==> src/rtl/prd_timer_pkg.sv <==
package prd_timer_pkg;
  localparam int unsigned DW   = 32;
  localparam int unsigned AW   = 3;
  localparam int unsigned PSW  = 12;
  localparam int unsigned CTLW = 26;
  localparam int unsigned NSRC = 3;

  localparam logic [AW-1:0] OFF_CTRL = 3'd0;
  localparam logic [AW-1:0] OFF_STAT = 3'd1;
  localparam logic [AW-1:0] OFF_LOAD = 3'd2;
  localparam logic [AW-1:0] OFF_CMP  = 3'd3;
  localparam logic [AW-1:0] OFF_CNT  = 3'd4;

  typedef enum logic [1:0] {
    SRC_NONE = 2'b00,
    SRC_PER  = 2'b01,
    SRC_HF   = 2'b10,
    SRC_LF   = 2'b11
  } clk_src_e;

  typedef struct packed {
    clk_src_e       src;
    logic [1:0]     spare;
    logic           stop_en;
    logic           doze_en;
    logic           wait_en;
    logic           dbg_en;
    logic           ovw;
    logic           sw_rst;
    logic [PSW-1:0] presc;
    logic           rld;
    logic           irq_en;
    logic           seed;
    logic           en;
  } ctrl_t;

  // bits surviving a software reset: en, seed, dbg, wait, doze, stop
  localparam logic [CTLW-1:0] SWR_KEEP = 26'h03C_0003;
endpackage

==> src/rtl/prd_timer_presc.sv <==
module prd_timer_presc
  import prd_timer_pkg::*;
(
  input  logic            clk_i,
  input  logic            rst_ni,
  input  logic            en_i,
  input  clk_src_e        src_i,
  input  logic [PSW-1:0]  presc_i,
  input  logic [NSRC-1:0] ticks_i,
  output logic            tick_o
);
  logic           sel;
  logic [PSW-1:0] div_q;
  logic           run;

  always_comb begin
    unique case (src_i)
      SRC_PER: sel = ticks_i[0];
      SRC_HF:  sel = ticks_i[1];
      SRC_LF:  sel = ticks_i[2];
      default: sel = 1'b0;
    endcase
  end

  assign run    = en_i && (src_i != SRC_NONE);
  assign tick_o = run && sel && (div_q == presc_i);

  always_ff @(posedge clk_i or negedge rst_ni) begin
    if (!rst_ni)                 div_q <= '0;
    else if (!run)               div_q <= '0;
    else if (tick_o)             div_q <= '0;
    else if (sel)                div_q <= div_q + 1'b1;
  end


  src_none_chk: assert property (@(posedge clk_i) disable iff (!rst_ni)
    (src_i == SRC_NONE) |-> !tick_o);


  div_bound_chk: assert property (@(posedge clk_i) disable iff (!rst_ni)
    run |-> (div_q <= presc_i));
endmodule

==> src/rtl/prd_timer_cnt.sv <==
module prd_timer_cnt
  import prd_timer_pkg::*;
(
  input  logic          clk_i,
  input  logic          rst_ni,
  input  logic          tick_i,
  input  logic          rld_i,
  input  logic [DW-1:0] load_i,
  input  logic [DW-1:0] cmp_i,
  input  logic          set_i,
  input  logic [DW-1:0] set_val_i,
  output logic [DW-1:0] cnt_o,
  output logic          match_o
);
  logic [DW-1:0] cnt_q;
  logic [DW-1:0] step;

  assign step    = (cnt_q == '0) ? (rld_i ? load_i : '1) : cnt_q - 1'b1;
  assign match_o = tick_i && !set_i && (step == cmp_i);
  assign cnt_o   = cnt_q;

  always_ff @(posedge clk_i or negedge rst_ni) begin
    if (!rst_ni)      cnt_q <= '1;
    else if (set_i)   cnt_q <= set_val_i;
    else if (tick_i)  cnt_q <= step;
  end


  cnt_dec_chk: assert property (@(posedge clk_i) disable iff (!rst_ni)
    (tick_i && !set_i && cnt_q != '0) |=> (cnt_q == $past(cnt_q) - 1'b1));


  cnt_hold_chk: assert property (@(posedge clk_i) disable iff (!rst_ni)
    (!tick_i && !set_i) |=> $stable(cnt_q));


  cnt_wrap_chk: assert property (@(posedge clk_i) disable iff (!rst_ni)
    (tick_i && !set_i && cnt_q == '0 && !rld_i) |=> (cnt_q == '1));


  cnt_reload_chk: assert property (@(posedge clk_i) disable iff (!rst_ni)
    (tick_i && !set_i && cnt_q == '0 && rld_i) |=> (cnt_q == $past(load_i)));
endmodule

==> src/rtl/prd_timer_regs.sv <==
module prd_timer_regs
  import prd_timer_pkg::*;
(
  input  logic          clk_i,
  input  logic          rst_ni,
  input  logic [AW-1:0] addr_i,
  input  logic          we_i,
  input  logic [DW-1:0] wdata_i,
  input  logic          match_i,
  output ctrl_t         ctrl_o,
  output logic          flag_o,
  output logic [DW-1:0] load_o,
  output logic [DW-1:0] cmp_o,
  output logic          set_o,
  output logic [DW-1:0] set_val_o
);
  ctrl_t         ctrl_q, ctrl_new;
  logic          flag_q;
  logic [DW-1:0] load_q, cmp_q;
  logic          wr_ctrl, wr_stat, wr_load, wr_cmp;
  logic          soft_rst, en_seed, ovw_load;

  assign wr_ctrl  = we_i && (addr_i == OFF_CTRL);
  assign wr_stat  = we_i && (addr_i == OFF_STAT);
  assign wr_load  = we_i && (addr_i == OFF_LOAD);
  assign wr_cmp   = we_i && (addr_i == OFF_CMP);
  assign ctrl_new = ctrl_t'(wdata_i[CTLW-1:0]);

  assign soft_rst = wr_ctrl && ctrl_new.sw_rst;
  assign en_seed  = wr_ctrl && !ctrl_q.en && ctrl_new.en && ctrl_new.seed;
  assign ovw_load = wr_load && ctrl_q.ovw;

  assign set_o = soft_rst || en_seed || ovw_load;

  always_comb begin
    if (soft_rst)      set_val_o = '1;
    else if (ovw_load) set_val_o = wdata_i;
    else               set_val_o = ctrl_new.rld ? load_q : '1;
  end

  always_ff @(posedge clk_i or negedge rst_ni) begin
    if (!rst_ni) begin
      ctrl_q <= '0;
      load_q <= '1;
      cmp_q  <= '0;
    end else if (soft_rst) begin
      ctrl_q <= ctrl_t'(wdata_i[CTLW-1:0] & SWR_KEEP);
      load_q <= '1;
      cmp_q  <= '0;
    end else begin
      if (wr_ctrl) ctrl_q <= ctrl_new;
      if (wr_load) load_q <= wdata_i;
      if (wr_cmp)  cmp_q  <= wdata_i;
    end
  end

  always_ff @(posedge clk_i or negedge rst_ni) begin
    if (!rst_ni)                     flag_q <= 1'b0;
    else if (soft_rst)               flag_q <= 1'b0;
    else if (match_i)                flag_q <= 1'b1;
    else if (wr_stat && wdata_i[0])  flag_q <= 1'b0;
  end

  assign ctrl_o = ctrl_q;
  assign flag_o = flag_q;
  assign load_o = load_q;
  assign cmp_o  = cmp_q;


  match_en_chk: assert property (@(posedge clk_i) disable iff (!rst_ni)
    match_i |-> ctrl_q.en);


  flag_src_chk: assert property (@(posedge clk_i) disable iff (!rst_ni)
    $rose(flag_q) |-> $past(match_i));


  swr_self_clr_chk: assert property (@(posedge clk_i) disable iff (!rst_ni)
    !ctrl_q.sw_rst);


  swr_state_chk: assert property (@(posedge clk_i) disable iff (!rst_ni)
    soft_rst |=> (load_q == '1 && cmp_q == '0 && !flag_q && ctrl_q.src == SRC_NONE));
endmodule

==> src/rtl/prd_timer.sv <==
module prd_timer
  import prd_timer_pkg::*;
(
  input  logic          clk_i,
  input  logic          rst_ni,
  input  logic [AW-1:0] addr_i,
  input  logic          we_i,
  input  logic [DW-1:0] wdata_i,
  output logic [DW-1:0] rdata_o,
  input  logic          tick_per_i,
  input  logic          tick_hf_i,
  input  logic          tick_lf_i,
  output logic          irq_o
);
  ctrl_t         ctrl;
  logic          flag, match, tick, cnt_set;
  logic [DW-1:0] load, cmp, cnt, cnt_set_val;

  prd_timer_regs u_regs (
    .clk_i     (clk_i),
    .rst_ni    (rst_ni),
    .addr_i    (addr_i),
    .we_i      (we_i),
    .wdata_i   (wdata_i),
    .match_i   (match),
    .ctrl_o    (ctrl),
    .flag_o    (flag),
    .load_o    (load),
    .cmp_o     (cmp),
    .set_o     (cnt_set),
    .set_val_o (cnt_set_val)
  );

  prd_timer_presc u_presc (
    .clk_i   (clk_i),
    .rst_ni  (rst_ni),
    .en_i    (ctrl.en),
    .src_i   (ctrl.src),
    .presc_i (ctrl.presc),
    .ticks_i ({tick_lf_i, tick_hf_i, tick_per_i}),
    .tick_o  (tick)
  );

  prd_timer_cnt u_cnt (
    .clk_i     (clk_i),
    .rst_ni    (rst_ni),
    .tick_i    (tick),
    .rld_i     (ctrl.rld),
    .load_i    (load),
    .cmp_i     (cmp),
    .set_i     (cnt_set),
    .set_val_i (cnt_set_val),
    .cnt_o     (cnt),
    .match_o   (match)
  );

  always_comb begin
    unique case (addr_i)
      OFF_CTRL: rdata_o = {{(DW-CTLW){1'b0}}, ctrl};
      OFF_STAT: rdata_o = {{(DW-1){1'b0}}, flag};
      OFF_LOAD: rdata_o = load;
      OFF_CMP:  rdata_o = cmp;
      OFF_CNT:  rdata_o = cnt;
      default:  rdata_o = '0;
    endcase
  end

  assign irq_o = flag && ctrl.irq_en && ctrl.en;


  ctrl_hi_zero_chk: assert property (@(posedge clk_i) disable iff (!rst_ni)
    (addr_i == OFF_CTRL) |-> (rdata_o[DW-1:CTLW] == '0));


  hole_zero_chk: assert property (@(posedge clk_i) disable iff (!rst_ni)
    (addr_i > OFF_CNT) |-> (rdata_o == '0));


  irq_clear_chk: assert property (@(posedge clk_i) disable iff (!rst_ni)
    (we_i && addr_i == OFF_STAT && wdata_i[0] && !match) |=> !irq_o);


  irq_needs_match_chk: assert property (@(posedge clk_i) disable iff (!rst_ni)
    $rose(irq_o) |-> ($past(match) || $past(we_i && addr_i == OFF_CTRL)));
endmodule

==> config.mk <==
export PLATFORM = sky130hd
export DESIGN_NAME = prd_timer
export DESIGN_NICKNAME = d
export VERILOG_FILES = /design/src/rtl/prd_timer_pkg.sv /design/src/rtl/prd_timer_presc.sv /design/src/rtl/prd_timer_cnt.sv /design/src/rtl/prd_timer_regs.sv /design/src/rtl/prd_timer.sv
export SDC_FILE = /design/constraint.sdc
export NUM_CORES = 1
export LEC_CHECK = 0
export BUFFER_PORTS_ARGS = -buffer_cell sky130_fd_sc_hd__buf_2
export CAP_MARGIN = 5
export CORE_MARGIN = 8
export CORE_UTILIZATION = 55
export CTS_CLUSTER_SIZE = 14
export DETAILED_ROUTE_END_ITERATION = 6
export MAX_ROUTING_LAYER = met4
export PLACE_DENSITY = 0.84
export SYNTH_ARGS = -nofsm -noshare
export SYNTH_HDL_FRONTEND = slang
export SYNTH_SLANG_ARGS = --single-unit
==> constraint.sdc <==
create_clock -name clk_i -period 3.7 [get_ports clk_i]
set_clock_uncertainty 0.2 [all_clocks]
set_input_delay 0.555 -clock clk_i [delete_from_list [all_inputs] [get_ports clk_i]]
set_output_delay 0.555 -clock clk_i [all_outputs]
set_load 0.02 [all_outputs]
* Word-level counts from Yosys, hierarchy flattened *
Cells that the tools add are included.

cells by class
  add/sub/neg operators = 2
  eq/ne operators = 10
  mux-type cells = 21
  reduce and logical (&&, ||, !) cells = 29

operators with widths
  cell                     count
  $mux W32                 11
  $pmux W32 S5             1
  $mux W26                 2
  $mux W12                 3
  $eq A32 B32 Y1           1
  $logic_not A32 Y1        1
  $sub A32 B1 Y32 const B  1
  $logic_and A1 B1 Y1      17
  $add A12 B1 Y12 const B  1
  $eq A12 B12 Y1           1
  $reduce_bool A2 Y1       5
  $eq A3 B2 Y1 const B     2
  $eq A2 B2 Y1 const B     2
  $eq A3 B1 Y1 const B     1
  $eq A3 B3 Y1 const B     1
  $logic_not A3 Y1         1
  $mux W1                  3
  $ne A3 B1 Y1 const B     1
  $pmux W1 S3              1
  $reduce_bool A3 Y1       1
  $eq A2 B1 Y1 const B     1
  $logic_not A1 Y1         2
  $logic_or A1 B1 Y1       2

word-level totals
  bits in registers = 135
  bits of input ports = 41
  output and inout bits = 33
  logic and storage cells = 80

* Longest topological paths before layout *
Gate-level depths: netlist of the first run.

  depth in word-level cells = 12
  gate-level depth with buffers = 14
  gate-level depth less buffers = 11

* Cells and area by module *
Synthesis of the first run repeated with hierarchy kept, for this count alone.

unflattened totals
  cell total of the unflattened synthesis = 1197
  area, all modules = 9793.1 µm²

modules (own cells, without submodules)
  module           times used  cells an instance  area an instance (µm²)  sequential area each (µm²)
  prd_timer_regs   1           485                4486.8                  2317.2
  prd_timer_cnt    1           474                3402.0                  840.8
  prd_timer        1           147                1082.3                  0.0
  prd_timer_presc  1           91                 822.0                   300.3

* Least setup slack after synthesis of the first run *
No wires, ideal clock.

  path type = flip-flop to flip-flop
  start = reg u_cnt.cnt_q[13] (netlist: u_cnt.cnt_o[13])
  end = reg u_regs.flag_q (netlist: u_regs.flag_o)
  arrival time = 3.387 ns
  data required time = 3.396 ns
  path slack = 0.010 ns
  stages on the path, launching flop included = 11
  path buffers = 2
  clock period less this slack = 3.690 ns
  path through = dfstp_2 -> buf_6 -> or3_4 -> or4_4 -> or4_4 -> buf_6 -> or3_1 -> nand3_1 -> or4b_1 -> or4_1 -> o41ai_2

between the ends
  longest elaborated chain between the ends = 6
  elaborated cells on any way between the ends = 8
  those cells by class = add/sub: 1; eq/ne: 1; mux: 3; reduce/logical: 3

RTL lines
  element                                               RTL line              text
  from (decl)                                           prd_timer_cnt.sv:15   logic [DW-1:0] cnt_q;
  from (signal assigned)                                prd_timer_cnt.sv:24   else if (set_i) cnt_q <= set_val_i;
  from (signal assigned)                                prd_timer_cnt.sv:25   else if (tick_i) cnt_q <= step;
  $sub A32 B1 Y32 or $logic_not A32 Y1 (tied branches)  prd_timer_cnt.sv:18   assign step = (cnt_q == '0) ? (rld_i ? load_i : '1) : cnt_q - 1'b1;
  $mux W32 (*)                                          prd_timer_cnt.sv:18
  $eq A32 B32 Y1 (*)                                    prd_timer_cnt.sv:19   assign match_o = tick_i && !set_i && (step == cmp_i);
  $logic_and A1 B1 Y1 (*)                               prd_timer_cnt.sv:19
  $mux W1                                               prd_timer_regs.sv:60  else if (match_i) flag_q <= 1'b1;
  $mux W1                                               prd_timer_regs.sv:59  else if (soft_rst) flag_q <= 1'b0;
  to (signal assigned)                                  prd_timer_regs.sv:59
  to (signal assigned)                                  prd_timer_regs.sv:60
  to (signal assigned)                                  prd_timer_regs.sv:61  else if (wr_stat && wdata_i[0]) flag_q <= 1'b0;
  to (decl)                                             prd_timer_regs.sv:18  logic flag_q;

Mark *: on every way between the ends. The rest lies on a longest branch, timed or not.
A chain may end at the register's enable or synchronous reset.

* Final worst setup path of the first run *
  start = reg u_cnt.cnt_q[14] (netlist: u_cnt.cnt_o[14])
  end = reg u_regs.flag_q (netlist: u_regs.flag_o)

Same word-level chain as after synthesis.

==> results.yml, run 1 <==
run_status:
  status: "finished, final reports clean"
critical_path:
  cpMaxStageDelayCell: "or4_1"
  cpLargestDelayFamily: "simple AND/OR/NAND/NOR gates"
  critPathCaptureType: "register"
  path_buf_inv: 1
  arrival_ns: 3.78
  reg2reg_slack_ns: 0.04
  path_cells: "or3_4 > or4_4 > or3_4 > buf_4 > o41ai_2 > nand3_1 > o31ai_1 > o32ai_2 > or4_1 > o41ai_2"
  reg2reg_depth: 10
  critPathKind: "reg -> reg"
  r2r-end: "u_regs.flag_o"
  required_ns: 3.82
  cp-start-kind: "register"
  crit_fanout: 6
  r2r-start: "u_cnt.cnt_o[14]"
  slowest_delay_ns: 0.54
synthesis:
  synth_area_um2: 8822
  synthDistinctLibCells: 66
  yosysTopAreaCell: "dfrtp_1"
  syn_inst: 1127
  syn_nets: 1171
  seq_area_frac_synth: 0.3920
  async_reset_ff_frac: 1.000
  dominantRegCellSynth: "dfrtp_1"
  synth_top_area_frac: 0.2014
  synth_seq_cells: 135
  yosys-top-cells-area: "dfrtp_1 (20%), dfstp_2 (19%), nand2_1 (11%)"
  postSynthAreaPerCell_um2: 7.828
  synth-edff-count: 0
  ys_warn_count: 0
sta:
  fmax_ghz: 0.2730
  worst_slew_pin_slew_ns: 0.6600
  slew_violations: 0
  setup_viol_count_final: 0
  finalCritPeriodShare: 0.9902
  rsz0062_at_grt: "yes"
  hold_violations: 0
  slew_headroom: 0.5600
  min_period_ns: 3.664
  hold_ws_ns: 0.1675
layout:
  ff_latch_area_um2: 3458
  fin_nets: 1254
  multi_input_area_um2: 4999
  fillers: 1380
  final_cell_area_um2: 10480
  n_antenna_cell: 0
  syn_to_final_growth_pct: 18.83
  drive_gt1_frac: 0.2306
cts:
  clockBufferDepth: 2
  htree_levels: 4
  cts_buffers: 17
  cts_tree: "built"
  clock-sinks: 135
  clkTransAtPathRegs_ns: 0.06
  cts-root-buf: "clkbuf_16"
  insertion_delay_ns: 0.43
job:
  drv_cap: 0
routing:
  vias: 9537
  ant_nets: 0
  routed_via_density: 6.628
  wl_um: 34100
  drc_errors: 0
  firstDrtPassIters: 7
  post_drt_wl_per_cell_um: 23.69
  drtIter0Drc: 1270
floorplan:
  core_um2: 15770
  row_count: 46
  initial_core_util: 0.5594
  pin_count: 74
  die_h_um: 142.7
  die_w_um: 142.7
  die-area_um2: 20350
power:
  intPower_mw: 3.856
  clkPwrFrac: 0.286
  p_switching_mw: 2.371
  leakage_nw: 4.441
  pwr-share-seq: 0.404
  power.density_nw_per_um2: 593.9
  ir_drop_mv: 0.3500
  pwr-share-comb: 0.310
  swShare: 0.3808
hold_path:
  holdPathEnd: "u_regs.load_o[30]"
  min_from: "wdata_i[30]"
  hold_depth: 3
  hp-class: "in -> reg"
placed_design:
  portBuffers: 73
  post-dp-hpwl_um: 24290
  place.gp.congestion: 1.055
  place_area_um2: 9758
global_route:
  grt_max_degree: 65
  grt_pass1_vias: 9371
  antenna_found_initial: 0
  grt_pass1_wl_um: 54000
  overflow: 0
  grt.total_usage: 0.3540
cells in the mapped netlist, types with 7 or more instances:
master	number
o221ai_1	30
nor2_1	56
clkbuf_1	83
dfrtp_1	71
o22ai_1	25
xnor2_1	26
a21oi_1	65
nor3_1	26
nand2_1	259
xor2_1	21
buf_1	7
o21ai_0	98
o211ai_1	9
a22oi_1	61
mux2i_1	8
a211oi_1	12
dfstp_2	64
nand3_1	44
nor4_1	13
and3_1	11
inv_1	30
and2_1	7
area by class of cell:
| cell class | instances | share of cell area |
|---|---|---|
| multi-input cells | 869 | 0.4768 |
| flip-flops and latches | 135 | 0.3299 |
| repair buffers | 157 | 0.09930 |
| clock buffers | 18 | 0.04094 |
| well taps | 216 | 0.02578 |
| clock inverters | 14 | 0.01659 |
| inverters | 30 | 0.01074 |
timing repair:
action,CTS,global route
pin swaps,3,3
hold buffers,1,0
setup buffers,0,1
hold endpoints to repair,26,0
endpoints found under the setup margin,1,1
gates resized for setup,6,15
cell usage in the layout (no fill, tap or decap), types with 44 or more instances in the layout:
cell,instances
buf_4,78
nor2_1,55
a21oi_1,65
dfrtp_1,71
buf_2,72
a22oi_1,61
dfstp_2,64
nand3_1,44
nand2_1,259
o21ai_0,96
stage by stage:
stage               std cells  setup slack [ns]  setup TNS [ns]  power (mW)    util
detailed placement       1405          -0.03350        -0.03350       4.327  0.6188
global placement         1405           0.03638               0       4.299  0.6188
CTS                      1438          0.009198               0       6.135  0.6599
finish                   1439           0.03634               0       6.227  0.6648
floorplan                1127          0.009662               0       3.499       -
global route             1439          -0.08609        -0.08609       6.520  0.6648
state kept, by name (all words and copies together) (netlist names):
name,flops
u_cnt.cnt_o,32
u_presc.div_q,12
u_regs.cmp_o,32
u_regs.ctrl_o,26
u_regs.flag_o,1
u_regs.load_o,32
power groups by stage:
stage / sequential [mW] / clock, mW / combinational [mW]
global route: 2.56 / 1.85 / 2.12
global placement: 2.48 / 0 / 1.81
detailed placement: 2.49 / 0 / 1.83
CTS: 2.48 / 1.78 / 1.87
floorplan: 2.25 / 0 / 1.25
finish: 2.52 / 1.78 / 1.93
routing by layer:
layer / routed length (µm) / GRT usage / vias to the layer above
met5: 0 / - / -
met3: 3624 / 0.08214 / 108
met4: 1488 / 0.1622 / 0
met1: 13690 / 0.4475 / 4545
li1: - / - / 4217
met2: 15290 / 0.5308 / 667
worst max-delay path by stage:
stage | start | end | slack [ns] | cells after the start
finish | u_cnt.cnt_o[14] | u_regs.flag_o | 0.04 | 10
global route | u_cnt.cnt_o[14] | u_regs.flag_o | -0.09 | 11
CTS | u_cnt.cnt_o[14] | u_regs.flag_o | 0.009 | 11
detailed placement | u_cnt.cnt_o[14] | u_regs.flag_o | -0.03 | 8
global placement | u_cnt.cnt_o[14] | u_regs.flag_o | 0.04 | 10
floorplan | u_cnt.cnt_o[13] | u_regs.flag_o | 0.01 | 10
worst reg2reg max path, delay by kind of cell, from the launching register on:
kind / cells / cell delay, ns
flops: 1 / 0.37
simple gates: 5 / 1.90
buf+inv: 1 / 0.17
compound gates: 4 / 0.94
logic make-up (layout without fill, tap and decap cells):
logic type	count (synthesis)	after routing	synth area share
flops	135	135	0.3920
mux	11	11	0.01291
buf+inv	123	219	0.05446
xor+xnor	47	47	0.04666
fa+ha+maj	3	3	0.004255
compound gates	344	344	0.2513
simple gates	464	464	0.2384
No activity file was read; power rests on OpenSTA's default activity.
==> inputs of run 2 (changes only) <==
Settings changed: ABC_AREA from default to 1.
==> run 2 against run 1 <==
  * Critical path depth is the same
  * Clock-buffer cell count grew 1
  * Sequential power shrank 6%
  * Routed wire length shrank 7.7%
  * Area after synthesis grew 4.7%
  * Global-route usage shrank 5.2 points
  * Final cell count grew 11%
  * Die area grew 4.2%
  * Utilization shrank 3.4 points
  * Worst setup slack gained 0.42 ns
  * Flip-flop and latch count is the same
  * Synthesized cell count grew 16%
==> results.yml, run 2 <==
synthesis:
  postSynthAreaPerCell_um2: 7.066
  syn_inst: 1307
  syn_nets: 1351
  yosys-top-cells-area: "dfrtp_1 (19%), dfstp_2 (18%), nand2_1 (15%)"
  synth_seq_cells: 135
  synthTopCellsByCount: "nand2_1 (374), inv_1 (158), nor2_1 (116), o21ai_0 (116), nand3_1 (85)"
  yosysMostFrequentCell: "nand2_1"
  synth_area_um2: 9235
  seq_area_frac_synth: 0.3745
  synth_top_area_frac: 0.1924
  yosysTopAreaCell: "dfrtp_1"
  dominantRegCellSynth: "dfrtp_1"
  synthDistinctLibCells: 46
  async_reset_ff_frac: 1.000
  synth-edff-count: 0
  ys_warn_count: 0
power:
  intPower_mw: 3.975
  swShare: 0.3894
  pwr-share-comb: 0.335
  ir_drop_mv: 0.3756
  leakage_nw: 4.883
  p_switching_mw: 2.534
  pwr-share-seq: 0.366
  power.density_nw_per_um2: 624.1
  clkPwrFrac: 0.299
critical_path:
  reg2reg_depth: 16
  r2r-end: "u_regs.flag_o"
  required_ns: 2.94
  crit_fanout: 17
  arrival_ns: 2.49
  r2r-start: "u_cnt.cnt_o[0]"
  critPathKind: "in -> out"
  reg2reg_slack_ns: 0.71
  critPathCaptureType: "output port"
  cp-start-kind: "input port"
cts:
  insertion_delay_ns: 0.43
  cts-root-buf: "clkbuf_16"
  cts_tree: "built"
  htree_levels: 4
  clockBufferDepth: 2
  cts_buffers: 17
  clock-sinks: 135
  postCtsSetupBuffers: 0
  ctsResizeCount: 0
  ctsHoldBuffers: 1
  clkTransAtPathRegs_ns: 0.06
job:
  drv_cap: 0
sta:
  min_period_ns: 3.248
  worst_slew_pin_slew_ns: 0.9129
  finalCritPeriodShare: 0.8778
  slew_headroom: 0.3905
  hold_violations: 0
  rsz0062_at_grt: "no"
  setup_tns_ns: 0
  slew_violations: 0
  fmax_ghz: 0.3079
  setup_viol_count_final: 0
routing:
  routed_via_density: 6.135
  vias: 9792
  drtIter0Drc: 1289
  ant_nets: 0
  wl_um: 31460
  firstDrtPassIters: 7
  post_drt_wl_per_cell_um: 19.71
  drc_errors: 0
layout:
  drive_gt1_frac: 0.1890
  syn_to_final_growth_pct: 12.93
  final_common_cell: "nand2_1"
  final_util: 0.6311
  layout_common_cells: "nand2_1 (374), inv_1 (158), o21ai_0 (116), nor2_1 (116), nand3_1 (85)"
  n_antenna_cell: 0
  fin_nets: 1407
  final_cell_area_um2: 10430
placed_design:
  post-dp-hpwl_um: 22280
  place_area_um2: 9758
  place.gp.congestion: 0.9505
  portBuffers: 73
floorplan:
  die_w_um: 145.6
  die-area_um2: 21190
  pin_count: 74
  core_um2: 16520
  initial_core_util: 0.5589
  die_h_um: 145.6
  row_count: 47
global_route:
  met2_usage: 0.4411
  grt_pass1_wl_um: 49920
  busiest_layer: "met2"
  use_met3: 0.06872
  antenna_found_initial: 0
  grt_max_degree: 60
  overflow: 0
  met1_usage: 0.4007
  grt.total_usage: 0.3016
  grt_pass1_vias: 9391
hold_path:
  hold_depth: 3
  hp-class: "in -> reg"
  min_from: "wdata_i[19]"
  holdPathEnd: "u_regs.ctrl_o[19]"
run_status:
  status: "finished, final reports clean"
[run 2: final cells by class]
class	instances	area (µm²)
Multi-Input combinational cell	944	4837
Fill cell	1407	6096
Tap cell	220	275.3
Clock buffer	19	442.9
Timing Repair Buffer	91	534.3
Inverter	174	663.1
Sequential cell	135	3458
Clock inverter	13	217.7
[run 2: logic make-up (layout without fill, tap and decap cells)]
group | Yosys count | count (layout) | synth area share
AND/OR/NAND/NOR | 637 | 637 | 0.2991
buffers and inverters | 228 | 297 | 0.1017
XOR/XNOR | 14 | 14 | 0.01328
flip-flops | 135 | 135 | 0.3745
adder cells (fa/ha/maj) | 3 | 3 | 0.004065
AO/OA/AOI/OAI | 290 | 290 | 0.2073
[run 2: worst max-delay path by stage]
stage	endpoint	depth (start not counted)	slack, ns	start
finish	rdata_o[1]	10	0.45	addr_i[0]
CTS	rdata_o[1]	10	0.56	addr_i[0]
global placement	rdata_o[1]	10	0.53	addr_i[0]
global route	rdata_o[1]	10	0.35	addr_i[0]
floorplan	rdata_o[11]	7	1.28	addr_i[0]
detailed placement	u_regs.cmp_o[22]	15	0.45	addr_i[0]
[run 2: metrics by stage]
stage	setup WS (ns)	hold slack (ns)	instances	power, mW
finish	0.4520	0.1708	1596	6.509
global route	0.3530	0.1724	1596	6.854
CTS	0.5634	0.1526	1596	6.440
detailed placement	0.4484	0.2731	1563	4.490
global placement	0.5342	0.2699	1563	4.432
floorplan	1.276	0.05941	1307	3.829
[run 2: metal layers]
| metal | routed length, µm | vias to the layer above |
|---|---|---|
| met5 | 0 | - |
| met4 | 990 | 0 |
| met1 | 12800 | 4503 |
| met3 | 3849 | 94 |
| met2 | 13820 | 733 |
| li1 | - | 4462 |
[run 2: critical path, stage by stage]
cell and delay, ns:
buf_2 0.12, nor2_1 0.05, inv_1 0.06, nor2_1 0.04, inv_1 0.48, buf_4 0.39
o22ai_1 0.13, a21oi_1 0.32, o21ai_0 0.15, buf_2 0.18
[run 2: power groups by stage]
stage / registers [mW] / logic, mW / clock network (mW)
final: 2.38 / 2.18 / 1.95
after global placement: 2.36 / 2.07 / 0
after floorplan: 2.24 / 1.59 / 0
after global routing: 2.41 / 2.43 / 2.02
after CTS: 2.36 / 2.14 / 1.94
after detailed placement: 2.37 / 2.12 / 0
==> inputs of run 3 (changes only) <==
Settings changed: CORE_ASPECT_RATIO from default to 0.8.
==> run 3 against run 2 <==
  * Clock power down 13%
  * Non-clock buffer count up 1
  * Clock-buffer cell count up 1
  * Power down 4.2%
  * Register-to-register slack worse by 0.30 ns
  * Maximum frequency down 1.3%
  * First-iteration DRC count down 12%
  * Final area down 0.78%
  * Global-route usage up 0.12 points
  * Via count down 1.3%
  * Worst setup slack worse by 0.042 ns
  * Utilization down 0.40 points
==> results.yml, run 3 (same netlist as run 2, synthesis figures left out) <==
critical_path:
  critPathKind: "reg -> reg"
  crit_fanout: 22
  r2r-start: "u_cnt.cnt_o[0]"
  r2r-end: "u_regs.flag_o"
  reg2reg_slack_ns: 0.41
  path_cells: "inv_1 > ha_1 > nand2_1 > nor2_2 > nand2_1 > nor2_4 > nand2_4 > nor2_4 > nand2_1 > nand3_1 > nand2_1 > nor2_1 > nand2_1 > nor2_1 > nand4_1 > o21ai_1"
  arrival_ns: 3.46
  slowest_delay_ns: 0.36
  required_ns: 3.87
  reg2reg_depth: 16
  cp_common_cell: "nand2_1"
  critPathCaptureType: "register"
  cpMaxStageDelayCell: "dfstp_2"
  cp-start-kind: "register"
cts:
  insertion_delay_ns: 0.45
  cts-root-buf: "clkbuf_16"
  clockBufferDepth: 2
  clock-sinks: 135
  ctsResizeCount: 0
  cts_buffers: 17
  ctsHoldBuffers: 1
  htree_levels: 4
  postCtsSetupBuffers: 0
  clkTransAtPathRegs_ns: 0.06
  cts_tree: "built"
layout:
  syn_to_final_growth_pct: 12.04
  ff_latch_area_um2: 3458
  final_common_cell: "nand2_1"
  final_util: 0.6271
  drive_gt1_frac: 0.1903
  fin_nets: 1408
  n_antenna_cell: 0
  final_cells: 1597
  layout_common_cells: "nand2_1 (374), inv_1 (158), o21ai_0 (116), nor2_1 (116), nand3_1 (85)"
  fillers: 1503
  multi_input_area_um2: 4837
routing:
  wl_um: 30910
  vias: 9661
  drc_errors: 0
  ant_nets: 0
  drtIter0Drc: 1137
  post_drt_wl_per_cell_um: 19.36
  routed_via_density: 6.049
  firstDrtPassIters: 7
global_route:
  grt_pass1_wl_um: 50090
  antenna_found_initial: 0
  grt.total_usage: 0.3028
  grt_pass1_vias: 9368
  grt_max_degree: 65
  overflow: 0
placed_design:
  post-dp-hpwl_um: 21900
  dp_slack_ns: 0.5444
  portBuffers: 73
  place.gp.congestion: 1.059
  dp_cells: 1564
floorplan:
  die_h_um: 131.9
  die-area_um2: 21220
  initial_core_util: 0.5597
  pin_count: 74
  core_um2: 16500
  die_w_um: 160.9
  row_count: 42
sta:
  slew_headroom: 0.3664
  finalCritPeriodShare: 0.8891
  fmax_ghz: 0.3040
  worst_slew_pin_slew_ns: 0.9490
  hold_violations: 0
  rsz0062_at_grt: "no"
  setup_tns_ns: 0
  min_period_ns: 3.290
  slew_violations: 0
  setup_viol_count_final: 0
  worst_slack_ns: 0.4102
power:
  ir_drop_mv: 0.3621
  leakage_nw: 4.848
  power.density_nw_per_um2: 602.3
hold_path:
  min_from: "wdata_i[18]"
  hp-class: "in -> reg"
  holdPathEnd: "u_regs.ctrl_o[18]"
  hold_depth: 3
run_status:
  status: "finished, final reports clean"
job:
  drv_cap: 0
-- run 3: worst max path at each step --
stage | to | startpoint | slack (ns)
after global routing | u_regs.flag_o | u_cnt.cnt_o[0] | 0.23
after detailed placement | u_cnt.cnt_o[7] | addr_i[0] | 0.54
after floorplan | rdata_o[11] | addr_i[0] | 1.28
after global placement | u_cnt.cnt_o[7] | addr_i[0] | 0.54
after CTS | u_regs.flag_o | u_cnt.cnt_o[0] | 0.55
final | u_regs.flag_o | u_cnt.cnt_o[0] | 0.41
-- run 3: per-layer routing --
metal  wire length [µm]  track usage  up-vias
met3               3544      0.07834       91
li1                   -            -     4459
met5                  0            -        -
met4                911       0.1165        0
met1              13850       0.4228     4522
met2              12600       0.4105      589
-- run 3: metrics by stage --
| stage | hold WS (ns) | total power, mW | cell area (µm²) |
|---|---|---|---|
| floorplan | 0.05941 | 3.829 | 9235 |
| global placement | 0.2529 | 4.411 | 9753 |
| detailed placement | 0.2566 | 4.465 | 9753 |
| CTS | 0.1479 | 6.170 | 10350 |
| global route | 0.1642 | 6.592 | 10350 |
| finish | 0.1486 | 6.233 | 10350 |
-- run 3: power breakdown --
| group | internal (mW) | total (mW) | switching, mW |
|---|---|---|---|
| logic | 0.752 | 2.16 | 1.40 |
| registers | 1.99 | 2.37 | 0.378 |
| clock network | 0.987 | 1.70 | 0.718 |
| total | 3.73 | 6.23 | 2.50 |
-- run 3: critical path: cells and delay by family, from the launching register on --
family | cells | cell delay, ns
simple gates | 13 | 2.09
flops | 1 | 0.36
fa+ha+maj | 1 | 0.23
buf+inv | 1 | 0.21
compound gates | 1 | 0.13
-- run 3: layout make-up --
class | count | share of cell area
multi-input cells | 944 | 0.4675
flip-flops and latches | 135 | 0.3342
inverters | 174 | 0.06409
repair buffers | 92 | 0.05115
clock buffers | 20 | 0.04510
well taps | 220 | 0.02660
clock inverters | 12 | 0.01137
